--- config.mk ---
export PLATFORM = sky130hd
export DESIGN_NAME = pipe_ctl_chain
export DESIGN_NICKNAME = d
export VERILOG_FILES = /design/src/rtl/pipe_ctl_pkg.sv /design/src/rtl/stall_cascade.sv /design/src/rtl/fetch_pc.sv /design/src/rtl/pipe_stage.sv /design/src/rtl/pipe_ctl_chain.sv
export SDC_FILE = /design/constraint.sdc
export NUM_CORES = 1
export LEC_CHECK = 0
export BUFFER_PORTS_ARGS = -buffer_cell sky130_fd_sc_hd__buf_2
export CAP_MARGIN = 20
export CORE_ASPECT_RATIO = 0.5
export CORE_MARGIN = 1
export CORE_UTILIZATION = 53
export CTS_CLUSTER_DIAMETER = 50
export DETAILED_ROUTE_END_ITERATION = 10
export GPL_ROUTABILITY_DRIVEN = 1
export PLACE_DENSITY_LB_ADDON = 0.3
export SKIP_LAST_GASP = 1
export SYNTH_ARGS = -nofsm -noshare
export SYNTH_HDL_FRONTEND = slang
export SYNTH_SLANG_ARGS = --single-unit
--- constraint.sdc ---
create_clock -name clk -period 5.8 [get_ports clk]
set_clock_uncertainty 0.1 [all_clocks]
set_input_delay 0.58 -clock clk [delete_from_list [all_inputs] [get_ports clk]]
set_output_delay 0.58 -clock clk [all_outputs]
set_load 0.05 [all_outputs]
--- src/rtl/pipe_ctl_pkg.sv ---
`timescale 1ns/1ps
package pipe_ctl_pkg;

  typedef struct packed {
    logic valid;
    logic wr_reg;
    logic wr_mem;
    logic branch;
    logic jump;
  } ctl_flags_t;

  typedef enum logic [1:0] {
    UPD_LOAD   = 2'd0,
    UPD_FLUSH  = 2'd1,
    UPD_HOLD   = 2'd2,
    UPD_BUBBLE = 2'd3
  } upd_e;

  // Priority: flush, then own stall (hold), then upstream stall (bubble), else load.
  function automatic upd_e pick_update(input logic flush, input logic stall,
                                       input logic up_stall);
    if (flush)         return UPD_FLUSH;
    else if (stall)    return UPD_HOLD;
    else if (up_stall) return UPD_BUBBLE;
    else               return UPD_LOAD;
  endfunction

  function automatic logic has_side_effect(input ctl_flags_t f);
    return f.wr_reg | f.wr_mem | f.branch | f.jump;
  endfunction

endpackage

--- src/rtl/stall_cascade.sv ---
`timescale 1ns/1ps
module stall_cascade #(
  parameter int NSTAGE = 2
) (
  input  logic              clk,
  input  logic              rst_n,
  input  logic [NSTAGE-1:0] req_i,
  output logic [NSTAGE-1:0] eff_o
);

  genvar k;
  generate
    for (k = 0; k < NSTAGE; k++) begin : g_casc
      if (k == NSTAGE - 1) begin : g_last
        assign eff_o[k] = req_i[k];
      end else begin : g_mid
        assign eff_o[k] = req_i[k] | eff_o[k+1];
      end
    end
  endgenerate

  // a request on the last stage freezes the whole chain
  assert_last_req_all_R6: assert property (@(posedge clk) disable iff (!rst_n)
    req_i[NSTAGE-1] |-> (&eff_o));

  // no request anywhere means nothing stalls
  assert_no_req_none_R6: assert property (@(posedge clk) disable iff (!rst_n)
    ($countones(req_i) == 0) |-> (eff_o == '0));

endmodule

--- src/rtl/fetch_pc.sv ---
`timescale 1ns/1ps
module fetch_pc #(
  parameter int              PCW      = 32,
  parameter int              PC_STEP  = 4,
  parameter logic [PCW-1:0]  PC_RESET = '0
) (
  input  logic           clk,
  input  logic           rst_n,
  input  logic           hold_i,
  output logic [PCW-1:0] pc_o
);

  localparam logic [PCW-1:0] STEP_V = PCW'(PC_STEP);

  function automatic logic [PCW-1:0] pc_advance(input logic [PCW-1:0] p);
    return p + STEP_V;
  endfunction

  logic [PCW-1:0] pc_next;
  assign pc_next = hold_i ? pc_o : pc_advance(pc_o);

  always_ff @(posedge clk or negedge rst_n) begin
    if (!rst_n) pc_o <= PC_RESET;
    else        pc_o <= pc_next;
  end

  assert_pc_hold_R8: assert property (@(posedge clk) disable iff (!rst_n)
    hold_i |=> $stable(pc_o));

  assert_pc_step_R9: assert property (@(posedge clk) disable iff (!rst_n)
    !hold_i |=> (pc_o - $past(pc_o) == STEP_V));

endmodule

--- src/rtl/pipe_stage.sv ---
`timescale 1ns/1ps
module pipe_stage
  import pipe_ctl_pkg::*;
#(
  parameter int REGW  = 5,
  parameter int DATAW = 32
) (
  input  logic             clk,
  input  logic             rst_n,
  input  logic             flush_i,
  input  logic             stall_i,
  input  logic             up_stall_i,
  input  ctl_flags_t       d_flags,
  input  logic [REGW-1:0]  d_dst,
  input  logic [DATAW-1:0] d_data,
  output ctl_flags_t       q_flags,
  output logic [REGW-1:0]  q_dst,
  output logic [DATAW-1:0] q_data
);

  upd_e upd;
  assign upd = pick_update(flush_i, stall_i, up_stall_i);

  always_ff @(posedge clk or negedge rst_n) begin
    if (!rst_n) begin
      q_flags <= '0;
      q_dst   <= '0;
      q_data  <= '0;
    end else begin
      case (upd)
        UPD_FLUSH, UPD_BUBBLE: begin
          q_flags <= '0;
          q_dst   <= '0;
          q_data  <= '0;
        end
        UPD_HOLD: begin
          q_flags <= q_flags;
          q_dst   <= q_dst;
          q_data  <= q_data;
        end
        default: begin
          q_flags <= d_flags;
          q_dst   <= d_dst;
          q_data  <= d_data;
        end
      endcase
    end
  end

  assert_load_R2: assert property (@(posedge clk) disable iff (!rst_n)
    (!flush_i && !stall_i && !up_stall_i) |=>
      (q_flags == $past(d_flags) && q_dst == $past(d_dst) && q_data == $past(d_data)));

  assert_flush_clear_R3: assert property (@(posedge clk) disable iff (!rst_n)
    flush_i |=> (!q_flags.valid && !has_side_effect(q_flags) && q_dst == '0 && q_data == '0));

  assert_flush_wins_R4: assert property (@(posedge clk) disable iff (!rst_n)
    (flush_i && stall_i) |=> (q_flags == '0));

  assert_stall_hold_R5: assert property (@(posedge clk) disable iff (!rst_n)
    (stall_i && !flush_i) |=> ($stable(q_flags) && $stable(q_dst) && $stable(q_data)));

  assert_bubble_R7: assert property (@(posedge clk) disable iff (!rst_n)
    (up_stall_i && !stall_i && !flush_i) |=> (q_flags == '0));

endmodule

--- src/rtl/pipe_ctl_chain.sv ---
`timescale 1ns/1ps
module pipe_ctl_chain
  import pipe_ctl_pkg::*;
#(
  parameter int             NSTAGE   = 2,
  parameter int             REGW     = 5,
  parameter int             DATAW    = 32,
  parameter int             PCW      = 32,
  parameter int             PC_STEP  = 4,
  parameter logic [PCW-1:0] PC_RESET = '0
) (
  input  logic                    clk,
  input  logic                    rst_n,
  input  logic                    in_valid,
  input  logic                    in_wr_reg,
  input  logic                    in_wr_mem,
  input  logic                    in_branch,
  input  logic                    in_jump,
  input  logic [REGW-1:0]         in_dst,
  input  logic [DATAW-1:0]        in_data,
  input  logic [NSTAGE-1:0]       stall_req,
  input  logic [NSTAGE-1:0]       flush_req,
  output logic [NSTAGE-1:0]       stall_eff,
  output logic [PCW-1:0]          pc,
  output logic [NSTAGE-1:0]       st_valid,
  output logic [NSTAGE-1:0]       st_wr_reg,
  output logic [NSTAGE-1:0]       st_wr_mem,
  output logic [NSTAGE-1:0]       st_branch,
  output logic [NSTAGE-1:0]       st_jump,
  output logic [NSTAGE*REGW-1:0]  st_dst,
  output logic [NSTAGE*DATAW-1:0] st_data
);

  ctl_flags_t       in_flags;
  ctl_flags_t       s_flags [NSTAGE];
  logic [REGW-1:0]  s_dst   [NSTAGE];
  logic [DATAW-1:0] s_data  [NSTAGE];
  logic [NSTAGE-1:0] up_stall;

  assign in_flags = '{valid: in_valid, wr_reg: in_wr_reg, wr_mem: in_wr_mem,
                      branch: in_branch, jump: in_jump};

  stall_cascade #(.NSTAGE(NSTAGE)) u_casc (
    .clk   (clk),
    .rst_n (rst_n),
    .req_i (stall_req),
    .eff_o (stall_eff)
  );

  fetch_pc #(.PCW(PCW), .PC_STEP(PC_STEP), .PC_RESET(PC_RESET)) u_pc (
    .clk    (clk),
    .rst_n  (rst_n),
    .hold_i (stall_eff[0]),
    .pc_o   (pc)
  );

  genvar k;
  generate
    for (k = 0; k < NSTAGE; k++) begin : g_stage
      ctl_flags_t       d_flags;
      logic [REGW-1:0]  d_dst;
      logic [DATAW-1:0] d_data;

      if (k == 0) begin : g_head
        assign up_stall[k] = 1'b0;
        assign d_flags     = in_flags;
        assign d_dst       = in_dst;
        assign d_data      = in_data;
      end else begin : g_body
        assign up_stall[k] = stall_eff[k-1];
        assign d_flags     = s_flags[k-1];
        assign d_dst       = s_dst[k-1];
        assign d_data      = s_data[k-1];
      end

      pipe_stage #(.REGW(REGW), .DATAW(DATAW)) u_stage (
        .clk        (clk),
        .rst_n      (rst_n),
        .flush_i    (flush_req[k]),
        .stall_i    (stall_eff[k]),
        .up_stall_i (up_stall[k]),
        .d_flags    (d_flags),
        .d_dst      (d_dst),
        .d_data     (d_data),
        .q_flags    (s_flags[k]),
        .q_dst      (s_dst[k]),
        .q_data     (s_data[k])
      );

      assign st_valid[k]                = s_flags[k].valid;
      assign st_wr_reg[k]               = s_flags[k].wr_reg;
      assign st_wr_mem[k]               = s_flags[k].wr_mem;
      assign st_branch[k]               = s_flags[k].branch;
      assign st_jump[k]                 = s_flags[k].jump;
      assign st_dst[k*REGW +: REGW]     = s_dst[k];
      assign st_data[k*DATAW +: DATAW]  = s_data[k];
    end
  endgenerate

  // the pipeline comes out of reset empty with the reset PC
  assert_reset_empty_R1: assert property (@(posedge clk)
    !rst_n |-> (st_valid == '0 && st_wr_reg == '0 && st_wr_mem == '0 && pc == PC_RESET));

endmodule

Yosys cells after proc, flatten, opt, wreduce, memory -nomap -nowiden
Cells that the tools add are included.
{"block": "op_classes", "addsub": 1, "multipliers": 0, "div": 0, "order_cmp": 0, "eq_ne": 6, "shift": 0, "n_mux": 11, "n_bitwise": 1, "reduce_logical": 2}
{"op": "$pmux W32 S2", "n": 2}
{"op": "$pmux W5 S2", "n": 4}
{"op": "$add A32 B3 Y32 const B", "n": 1}
{"op": "$mux W2", "n": 5}
{"op": "$eq A2 B2 Y1 const B", "n": 4}
{"op": "$eq A2 B1 Y1 const B", "n": 2}
{"op": "$reduce_or A2 Y1", "n": 2}
{"op": "$or A1 B1 Y1", "n": 1}
{"block": "totals", "regBits": 116, "latchBits": 0, "ram_bits": 0, "mem_bits_ro": 0, "input_bits": 48, "out_inout_bits": 118, "elab_cells": 36, "n_memories": 0}

Longest topological paths before layout
{"block": "depth", "depth_word": 7, "ltp_mapped": 6, "mapped_depth_nobuf": 5}

Modules after synthesis
A second synthesis with hierarchy kept.
{"block": "hier_totals", "hier_cells": 330, "area_unflattened_um2": 4749.6}
{"mod": "pipe_stage", "instances": 2, "cells_per_inst": 100, "area_each_um2": 1615.3, "seq_area_each_um2": 1051.0}
{"mod": "fetch_pc", "instances": 1, "cells_per_inst": 127, "area_each_um2": 1501.4, "seq_area_each_um2": 750.7}
{"mod": "stall_cascade", "instances": 1, "cells_per_inst": 2, "area_each_um2": 13.8, "seq_area_each_um2": 0.0}
{"mod": "pipe_ctl_chain", "instances": 1, "cells_per_inst": 1, "area_each_um2": 3.8, "seq_area_each_um2": 0.0}

Worst setup path before layout
OpenSTA, ideal clock, no wires.
{"block": "synth_path", "path_kind": "register to register", "start": "register u_pc.pc_o[2]", "end": "register u_pc.pc_o[24]", "setup_time_ps": 141, "t_arrival_ps": 2166, "required_time_ps": 5559, "slack_ps": 3392, "path_stages_with_launch": 7, "synth_period_minus_slack_ps": 2408, "path_cell_list": "dfrtp_1 -> ha_1 -> or3b_1 -> clkbuf_2 -> nor4_4 -> nand4_1 -> xnor2_1"}
{"block": "synth_between", "elab_chain_len": 1}
{"element": "start: declaration", "line": "fetch_pc.sv:10", "rtl": "output logic [PCW-1:0] pc_o"}
{"element": "start signal: assignment", "line": "fetch_pc.sv:24", "rtl": "else pc_o <= pc_next;"}
{"element": "$add A32 B3 Y32", "line": "fetch_pc.sv:16", "rtl": "return p + STEP_V;"}
Every way passes these cells.
A chain may end at the register's enable or synchronous reset.

Worst setup path in the final report
{"block": "layout_path", "start": "input port stall_req[1]", "end": "register g_stage[1].u_stage.q_data[4]"}
{"block": "layout_between", "elab_chain_len": 7, "elab_cells_between_ends": 9, "cone_classes": "3 x eq/ne; 4 x mux; 1 x bitwise; 1 x reduce/logical"}
{"element": "start: declaration", "line": "pipe_ctl_chain.sv:21", "rtl": "input logic [NSTAGE-1:0] stall_req,"}
{"element": "$or A1 B1 Y1", "line": "stall_cascade.sv:17", "rtl": "assign eff_o[k] = req_i[k] | eff_o[k+1];"}
{"element": "$mux W2", "line": "pipe_ctl_pkg.sv:24", "rtl": "else if (up_stall) return UPD_BUBBLE;"}
{"element": "$mux W2 *", "line": "pipe_ctl_pkg.sv:23", "rtl": "else if (stall) return UPD_HOLD;"}
{"element": "$mux W2 *", "line": "pipe_ctl_pkg.sv:22", "rtl": "if (flush) return UPD_FLUSH;"}
{"element": "$eq A2 B1 Y1 / $eq A2 B2 Y1 (equally long branches)", "line": "pipe_stage.sv:30", "rtl": "case (upd)"}
{"element": "$reduce_or A2 Y1", "line": "pipe_stage.sv:30"}
{"element": "$pmux W32 S2", "line": "pipe_stage.sv:30"}
{"element": "end signal: assignment", "line": "pipe_stage.sv:39", "rtl": "q_data <= q_data;"}
{"element": "end signal: assignment", "line": "pipe_stage.sv:44", "rtl": "q_data <= d_data;"}
{"element": "end: declaration", "line": "pipe_stage.sv:18", "rtl": "output logic [DATAW-1:0] q_data"}
Every way passes the cells marked *; elsewhere a longest branch is shown, timed or not.

==> out/metrics.csv <==
metric,value,unit
CP Capture Type,flop,
DIE HEIGHT,66.94,um
Combinational Power Share,12.2,%
number of setup violations in the final report,0,
"Cell Count, Final, Fillers Out",678,
Core ar.,8087,um^2
Flop pwr share,38.4,%
layout cells sized above 1,36.04,%
number of buffers and inverters on the critical path,3,
clock latency at the later pin of the worst-skew pair,0.41,ns
slew margin rel.,32.97,%
Tot GR Track Use,25.60,%
routed wire length,10950,um
Synth Cell Area,4471,um^2
diodes inserted,0,
Fin. Hold Viols,0,
CTS tree,yes,
"slowest stage cell, crit path",nor2_4,
wl on met1,4718,um
Worst-Margin Slew,1.003,ns
Root Driver,clkbuf_16,
switching part of the total,26.66,%
hold crit path type,primary input to asynchronous set/reset pin,
initial antenna violation count,0,
RePlAce Congestion,0.7707,
"delay-heaviest family, CP",simple AND/OR/NAND/NOR gates,
register area share after synthesis,63.81,%
Power per Cell Area,375.7,nW/um^2
row count,23,
vias in the first global route,3350,
Sw Pwr,601.5,uW
num ports,166,
Clock Path Buffers,2,
Post-DRT Antenna Nets,0,
die area,8828,um^2
post-CTS sizing,0,
Peak VDD IR,0.2688,mV
number of max-cap violations,0,
total gr overflow,0,
Synth area leader,dfrtp_1,
Synth cell types,29,
Mean Syn Cell Area,11.32,um^2
pre-CTS setup slack,2.197,ns
cell count after synthesis,395,
largest net degree at the start of global routing,82,
Worst path max stage delay,0.78,ns
drt drc,0,
Synth-to-Final Area Change,34.34,%
first-pass GRT wire length,16950,um
Die Width,131.9,um
Crit Path Category,primary input to flop,
share of the synthesized area in the top cell type,63.81,%
Num CTS Buffers,17,
clock network power share,49.4,%
I/O Buffers,163,
Pint,1.655,mW
initial DRC count,256,
Synth area leaders,"dfrtp_1, a22o_1, nand2_1",
worst-path fanout max,46,
required time worst endpoint,6.04,ns
fin nets,603,
DPL Wire Length,6819,um
via count,3615,
Hold Buf Count CTS,0,
clock slew seen by the registers of the worst setup and hold paths,0.05,ns
status,"finished, final reports clean",
H-tree depth,4,
routed wl met3,539,um
setup TNS,0,ns
RSZ-0062 raised after global routing,false,
DP Area,5341,um^2
number of synthesized register bits,114,
dpl cells,646,
most frequent cells in the layout,"buf_2, dfrtp_1, nand2_1, a22o_1, a21oi_1",
Arrival @ worst endpoint,3.49,ns
FMAX,308.0,MHz
vias per cell,5.332,
Starting Density,55.28,%
final worst slack,2.554,ns
met2 wire length,5408,um
post-route cell area,6006,um^2
"Min Clock Period, post-route",3.246,ns
Yosys warning count,0,
wire per inst,16.15,um
leakage,3.197,nW
final period utilization,55.97,%
"commonest non-fill, non-tap cell in the layout",buf_2,
CP cell instances,buf_2 > nor2_4 > inv_2 > nor2_2 > buf_4 > a22o_1,
post-CTS setup buffer count,0,
DR top layer,met4,
DRT Pass-1 Iters,4,
clock sinks,114,
CP Launch Type,primary input,
Max Transition Viols Final,0,
[per-stage QoR]
step	hold WS [ns]	total power [mW]	util (%)
after floorplan	0.1844	1.060	-
after global placement	0.3552	1.144	66.05
after detailed placement	0.3617	1.149	66.05
after CTS	0.01409	2.263	73.93
after global routing	0.03774	2.328	74.27
final	0.01226	2.256	74.27
[kinds of logic after synthesis]
| group | after synthesis | share of synthesized area (%) |
|---|---|---|
| AOI/OAI and AO/OA | 84 | 12.93 |
| xor gates and xnor gates | 29 | 5.681 |
| adders and majority gates | 1 | 0.2798 |
| buffers and inverters | 32 | 3.162 |
| DFF | 114 | 63.81 |
| other | 1 | 0.08388 |
| and+or+nand+nor | 134 | 14.05 |
[Yosys cell counts]
cell	count
and4_1	3
buf_1	3
nor3_1	1
nand2_1	92
clkbuf_1	16
or3b_1	1
clkbuf_2	1
nor4_1	2
a21oi_1	42
and3_1	4
xnor2_1	25
nand3_1	11
ha_1	1
or3_1	1
inv_1	3
nor2_1	4
conb_1	1
dfrtp_1	114
xor2_1	4
nand4bb_1	1
buf_2	4
or2_2	1
nor2b_1	1
nor4_4	2
buf_4	4
and2_1	2
inv_2	1
nand4_1	8
a22o_1	42
[final timing paths]
path / start / end / slack, ns / cells after the start
worst max-delay path: stall_req[1] / g_stage[1].u_stage.q_data[4] / 2.55 / 6
worst min-delay path: rst_n / u_pc.pc_o[18] / 0.01 / 1
worst max register to register: u_pc.pc_o[2] / u_pc.pc_o[18] / 3.51 / 5
worst min register to register: u_pc.pc_o[31] / u_pc.pc_o[31] / 0.36 / 1
max in group asynchronous: rst_n / g_stage[1].u_stage.q_data[14] / 4.54 / 3
min in group clk: in_data[12] / g_stage[0].u_stage.q_data[12] / 0.30 / 3
[sequential cells by signal (all words and copies together), names as in the netlist]
register and count:
g_stage.u_stage.q_data 64, u_pc.pc_o 30, g_stage.u_stage.q_dst 10, g_stage.u_stage.q_flags 10
[per-layer routing]
metal	GRT usage, %	vias to the layer above
li1	-	1677
met1	32.04	1775
met2	42.72	133
met3	6.697	30
met4	11.34	0
met5	0	-
[power by group through the flow]
stage               Sequential, mW  Clock [mW]  Combinational [mW]
detailed placement           0.877           0               0.272
global route                 0.870        1.17               0.291
floorplan                    0.989           0              0.0705
CTS                          0.865        1.12               0.274
finish                       0.865        1.11               0.276
global placement             0.877           0               0.267
[worst register-to-register path: stages (launching register included)]
cell,delay (ns)
dfrtp_1,0.43
ha_1,0.20
or3b_1,0.47
nor4_4,0.61
nand3_1,0.19
xnor2_1,0.18
[area by class of cell]
cell class                 instances  area, um^2
multi-input combinational        250        1493
inverter                           4       15.01
sequential                       114        2853
tap                              112       140.1
clock inverter                     9       152.6
timing repair buffer             167       868.3
fill                             553        2081
clock buffer                      22       484.2
Note: power is estimated with default switching activity, not from simulation.
